### config.mk
export PLATFORM = sky130hd
export DESIGN_NAME = sram_ctl
export DESIGN_NICKNAME = d
export VERILOG_FILES = /design/src/rtl/sram_ctl_pkg.sv /design/src/rtl/sram_ctl_timer.sv /design/src/rtl/sram_ctl_seq.sv /design/src/rtl/sram_ctl.sv
export SDC_FILE = /design/constraint.sdc
export NUM_CORES = 1
export LEC_CHECK = 0
export BUFFER_PORTS_ARGS = -buffer_cell sky130_fd_sc_hd__buf_2
export CAP_MARGIN = 10
export CORE_ASPECT_RATIO = 0.7
export CORE_MARGIN = 3
export CORE_UTILIZATION = 48
export DETAILED_ROUTE_END_ITERATION = 6
export PLACE_DENSITY = 0.78
export SLEW_MARGIN = 30
export SYNTH_ARGS = -nofsm -noshare
export SYNTH_HDL_FRONTEND = slang
export SYNTH_HIERARCHICAL = 1
export SYNTH_SLANG_ARGS = --single-unit
### constraint.sdc
create_clock -name clk -period 3.4 [get_ports clk]
set_clock_uncertainty 0.05 [all_clocks]
set_input_delay 0.68 -clock clk [delete_from_list [all_inputs] [get_ports clk]]
set_output_delay 0.68 -clock clk [all_outputs]
set_load 0.02 [all_outputs]
### src/rtl/sram_ctl_pkg.sv
package sram_ctl_pkg;

    localparam int ADDR_W = 14;
    localparam int DATA_W = 4;

    typedef enum logic [2:0] {
        ST_IDLE,
        ST_READ,
        ST_WSETUP,
        ST_WPULSE,
        ST_WRECOV
    } ctl_state_e;

    typedef struct packed {
        logic              we;
        logic [ADDR_W-1:0] addr;
        logic [DATA_W-1:0] data;
    } host_req_t;

    typedef struct packed {
        logic cs_n;
        logic we_n;
        logic oe_n;
        logic dq_oe;
    } pin_ctl_t;

    function automatic int max2(input int a, input int b);
        return (a > b) ? a : b;
    endfunction

    function automatic int read_len(input int trc, input int taa, input int toe);
        return max2(trc, max2(taa, toe));
    endfunction

    // With OE low the strobe must also cover the RAM's turn-off time.
    function automatic int write_len(input bit oe_low, input int twp,
                                     input int twhz, input int tdw);
        return oe_low ? max2(twp, twhz + tdw) : max2(twp, tdw);
    endfunction

    function automatic int cnt_width(input int n);
        return $clog2(n + 1) + 1;
    endfunction

endpackage

### src/rtl/sram_ctl_timer.sv
module sram_ctl_timer #(
    parameter int CNT_W = 4
) (
    input  logic             clk,
    input  logic             rst,
    input  logic             load,
    input  logic [CNT_W-1:0] load_val,
    output logic             zero
);
    logic [CNT_W-1:0] cnt_q;

    always_ff @(posedge clk) begin
        if (rst) begin
            cnt_q <= '0;
        end else if (load) begin
            cnt_q <= load_val;
        end else if (cnt_q != '0) begin
            cnt_q <= cnt_q - 1'b1;
        end
    end

    assign zero = (cnt_q == '0);
endmodule

### src/rtl/sram_ctl_seq.sv
module sram_ctl_seq
    import sram_ctl_pkg::*;
#(
    parameter int RD_LEN = 3,
    parameter int WR_LEN = 3,
    parameter int CNT_W  = 4
) (
    input  logic             clk,
    input  logic             rst,
    input  logic             accept,
    input  logic             accept_we,
    input  logic             tmr_zero,
    output logic             tmr_load,
    output logic [CNT_W-1:0] tmr_val,
    output pin_ctl_t         pins,
    output logic             finish,
    output logic             finish_rd,
    output logic             idle
);
    ctl_state_e state_q, state_d;

    always_ff @(posedge clk) begin
        if (rst) state_q <= ST_IDLE;
        else     state_q <= state_d;
    end

    always_comb begin
        state_d   = state_q;
        tmr_load  = 1'b0;
        tmr_val   = '0;
        finish    = 1'b0;
        finish_rd = 1'b0;
        unique case (state_q)
            ST_IDLE: begin
                if (accept) begin
                    if (accept_we) begin
                        state_d = ST_WSETUP;
                    end else begin
                        state_d  = ST_READ;
                        tmr_load = 1'b1;
                        tmr_val  = CNT_W'(RD_LEN - 1);
                    end
                end
            end
            ST_READ: begin
                if (tmr_zero) begin
                    state_d   = ST_IDLE;
                    finish    = 1'b1;
                    finish_rd = 1'b1;
                end
            end
            ST_WSETUP: begin
                state_d  = ST_WPULSE;
                tmr_load = 1'b1;
                tmr_val  = CNT_W'(WR_LEN - 1);
            end
            ST_WPULSE: begin
                if (tmr_zero) state_d = ST_WRECOV;
            end
            ST_WRECOV: begin
                state_d = ST_IDLE;
                finish  = 1'b1;
            end
            default: state_d = ST_IDLE;
        endcase
    end

    // Pin levels decode from the registered state only.
    always_comb begin
        pins = '{cs_n: 1'b1, we_n: 1'b1, oe_n: 1'b1, dq_oe: 1'b0};
        unique case (state_q)
            ST_READ:   begin pins.cs_n = 1'b0; pins.oe_n = 1'b0; end
            ST_WSETUP: begin pins.cs_n = 1'b0; end
            ST_WPULSE: begin pins.cs_n = 1'b0; pins.we_n = 1'b0; pins.dq_oe = 1'b1; end
            ST_WRECOV: begin pins.cs_n = 1'b0; pins.dq_oe = 1'b1; end
            default: ;
        endcase
    end

    assign idle = (state_q == ST_IDLE);
endmodule

### src/rtl/sram_ctl.sv
module sram_ctl
    import sram_ctl_pkg::*;
#(
    parameter int TRC  = 3,
    parameter int TAA  = 3,
    parameter int TOE  = 2,
    parameter int TWP  = 2,
    parameter int TWHZ = 1,
    parameter int TDW  = 3
) (
    input  logic              clk,
    input  logic              rst,
    input  logic              req,
    input  logic              req_we,
    input  logic [ADDR_W-1:0] req_addr,
    input  logic [DATA_W-1:0] req_wdata,
    output logic              ack,
    output logic [DATA_W-1:0] rdata,
    output logic              rvalid,
    output logic [ADDR_W-1:0] sram_addr,
    output logic              sram_cs_n,
    output logic              sram_we_n,
    output logic              sram_oe_n,
    output logic [DATA_W-1:0] sram_dq_out,
    output logic              sram_dq_oe,
    input  logic [DATA_W-1:0] sram_dq_in
);
    localparam int RD_LEN = read_len(TRC, TAA, TOE);
    localparam int WR_LEN = write_len(1'b0, TWP, TWHZ, TDW);
    localparam int CNT_W  = cnt_width(max2(RD_LEN, WR_LEN));

    host_req_t         cap_q;
    logic              ack_q, rvalid_q;
    logic [DATA_W-1:0] rdata_q;
    logic              accept, idle, finish, finish_rd;
    logic              tmr_load, tmr_zero;
    logic [CNT_W-1:0]  tmr_val;
    pin_ctl_t          pins;

    assign accept = req && idle && !ack_q;

    sram_ctl_seq #(
        .RD_LEN (RD_LEN),
        .WR_LEN (WR_LEN),
        .CNT_W  (CNT_W)
    ) u_seq (
        .clk       (clk),
        .rst       (rst),
        .accept    (accept),
        .accept_we (req_we),
        .tmr_zero  (tmr_zero),
        .tmr_load  (tmr_load),
        .tmr_val   (tmr_val),
        .pins      (pins),
        .finish    (finish),
        .finish_rd (finish_rd),
        .idle      (idle)
    );

    sram_ctl_timer #(
        .CNT_W (CNT_W)
    ) u_timer (
        .clk      (clk),
        .rst      (rst),
        .load     (tmr_load),
        .load_val (tmr_val),
        .zero     (tmr_zero)
    );

    always_ff @(posedge clk) begin
        if (rst) begin
            cap_q    <= '0;
            ack_q    <= 1'b0;
            rvalid_q <= 1'b0;
            rdata_q  <= '0;
        end else begin
            ack_q    <= finish;
            rvalid_q <= finish_rd;
            if (accept)    cap_q   <= '{we: req_we, addr: req_addr, data: req_wdata};
            if (finish_rd) rdata_q <= sram_dq_in;
        end
    end

    assign ack         = ack_q;
    assign rvalid      = rvalid_q;
    assign rdata       = rdata_q;
    assign sram_addr   = cap_q.addr;
    assign sram_dq_out = cap_q.data;
    assign sram_cs_n   = pins.cs_n;
    assign sram_we_n   = pins.we_n;
    assign sram_oe_n   = pins.oe_n;
    assign sram_dq_oe  = pins.dq_oe;
endmodule

==> reports/metrics.csv <==
metric,value,unit
synth_edf_count,0,
critPathRequiredTime,3510,ps
synth_xor_area_share,0,%
synth_seq_cells,30,
end_kind,flop,
nFillCells,238,
die_x,71.9,um
die_y,52.1,um
p_int,748,uW
dp_hpwl,2.13,mm
areaGrowthSynthToFinish,22.0,%
start_util,51.3,%
drt_iter0_markers,41,
rsz0062_at_grt,false,
io_pins,54,
r2r_setup_slack,1020,ps
core,2840,sq um
rr_worst_depth,6,
antenna_found_initial,0,
power.share.combinational,34.2,%
fin_nets,225,
antenna_cells,0,
clock-sinks,30,
placed_cell_area,1690,sq um
cts_tree,yes,
fin_tns_setup,0,ps
swShare,33.6,%
synthAdderAreaFrac,1.72,%
worstPathArrival,2480,ps
synth.distinct_cells,29,
cts_setup_buffers,0,
worstMarginPinSlew,846,ps
first_pass_iters,4,
hold_viol,0,
grt_usage,17.1,%
vdd_drop_max,294,uV
htreeDepth,2,
status,finished clean,
postLayoutCellArea,1780,sq um
viasPerCell,4.88,
cts_hold_buf,0,
finalMaxSlewViolations,0,
wl_per_cell,12.5,um
slowest_stage,a211oi_1,
avgSynthCellArea,9.92,sq um
cpPeakStageDelay,730,ps
finalCriticalPeriod,2380,ps
muxShareOfSynthArea,15.1,%
gp_congestion,0.848,
setup_slack,1020,ps
grt_max_degree,49,
finalSetupViolCount,0,
via_count,1143,
period_share,69.9,%
power_frac_seq,40.4,%
rows,16,
yosys_warnings,6,
cts_resized,0,
switchingPower,378,uW
hold_class,reg -> reg,
seq_area_frac_synth,41.2,%
wl,2.93,mm
crit_path_start_kind,flop,
clockBufferDepth,2,
grt_pass1_wl,4.95,mm
clock-root-buffer,clkbuf_8,
syn-instance-count,147,
synth_compound_area_share,6.35,%
crit_chain,nor3_1 > and3b_1 > nand2b_1 > a211oi_1 > nor2b_1 > a2111oi_1,
final_core_util,62.5,%
grt_pass1_vias,1134,
worstSetupPathType,reg -> reg,
cts_buffers,5,
grt-ovfl-total,0,
synth_area,1460,sq um
postRouteAntennaNets,0,
hold_depth,2,
crit_fanout,9,
fmax,421,MHz
synth_top_family_by_area,simple AND/OR/NAND/NOR gates,
p_per_area,633,nW/um^2
maxCapViolations,0,
dieArea,3740,sq um
synth-simple-area-share,27.5,%
io_buffers,53,
clkTransAtPathRegs,60,ps
synthArstFlopShare,0,%
drc,0,
place_ws,926,ps
p_leak,0.816,nW
p_clk_share,25.4,%
synth-main-ff-cell,dfxtp_1,
worstSkewPairLatency,270,ps
slew_headroom,43.3,%
drive_above_1_share,32.3,%
## stage by stage
stage | std cells | hold slack, ps | total power [mW]
2_1_floorplan | 148 | 458 | 0.764
6_report | 234 | 420 | 1.13
4_1_cts | 234 | 424 | 1.14
3_3_place_gp | 226 | 406 | 0.821
3_5_place_dp | 226 | 413 | 0.846
5_1_grt | 234 | 438 | 1.20
## cells in the final DEF (no fill, tap or decap), drive strengths merged, types with 3 or more instances in the layout
master	count
a2111oi	3
buf	54
clkbuf	7
nor2b	7
nand2b	41
mux2i	22
nor2	5
inv	6
dfxtp	30
## kinds of logic (layout without fill, tap and decap cells)
group           count (synthesis)  count (layout)
mux                            22              22
buf+inv                        18              68
other cells                     1               2
fa+ha+maj                       2               2
simple gates                   63              63
flops                          30              30
compound gates                 11              11
## area by class of cell
type	instances	area [sq um]	share of cell area (%)
Multi-Input combinational cell	100	746	41.9
Tap cell	36	45.0	2.53
Timing Repair Buffer	54	273	15.3
Clock buffer	7	86.3	4.86
Inverter	6	22.5	1.27
Clock inverter	1	5.00	0.281
Sequential cell	30	601	33.8
## cells in the mapped netlist, drive strengths merged (3+ instances only)
master	number	area share (%)
nand2b	41	18
dfxtp	30	41
mux2i	22	15
buf	8	5.3
nor2b	7	3.0
inv	6	1.5
nor2	5	1.3
clkbuf	4	1.0
a2111oi	3	2.4
## final timing paths
path,startpoint,end
hold reg to reg,sram_addr[1],sram_addr[1]
setup / recovery,u_seq/state_q[0],u_timer/cnt_q[1]
hold / removal,sram_addr[1],sram_addr[1]
setup reg to reg,u_seq/state_q[0],u_timer/cnt_q[1]
## power groups by stage
stage / registers [mW] / clock network [mW] / logic [mW]
final: 0.455 / 0.286 / 0.385
after global routing: 0.462 / 0.311 / 0.422
after CTS: 0.454 / 0.297 / 0.388
after detailed placement: 0.460 / 0 / 0.386
after global placement: 0.456 / 0 / 0.365
after floorplan: 0.492 / 0 / 0.272
## metal layers
layer	vias to the layer above	share of wire [%]	routed length, um	global-route usage [%]
met5	-	0	0	0
met4	0	1.8	53	7.50
met3	9	5.9	174	6.37
met2	34	46	1330	26.7
met1	520	47	1360	21.0
li1	580	-	-	-
## sequential cells by signal, summed over array words and instances, names as in the netlist
| name | flops |
|---|---|
| sram_addr | 14 |
| rdata | 4 |
| sram_dq_out | 4 |
| u_seq/state_q | 3 |
| u_timer/cnt_q | 3 |
| ack | 1 |
| rvalid | 1 |
## critical path: cells and delay by family, from the launching register on
kind | cells | cell delay (ps)
compound gates | 2 | 1140
simple gates | 4 | 670
flops | 1 | 390
(Power assumes the default switching activity.)
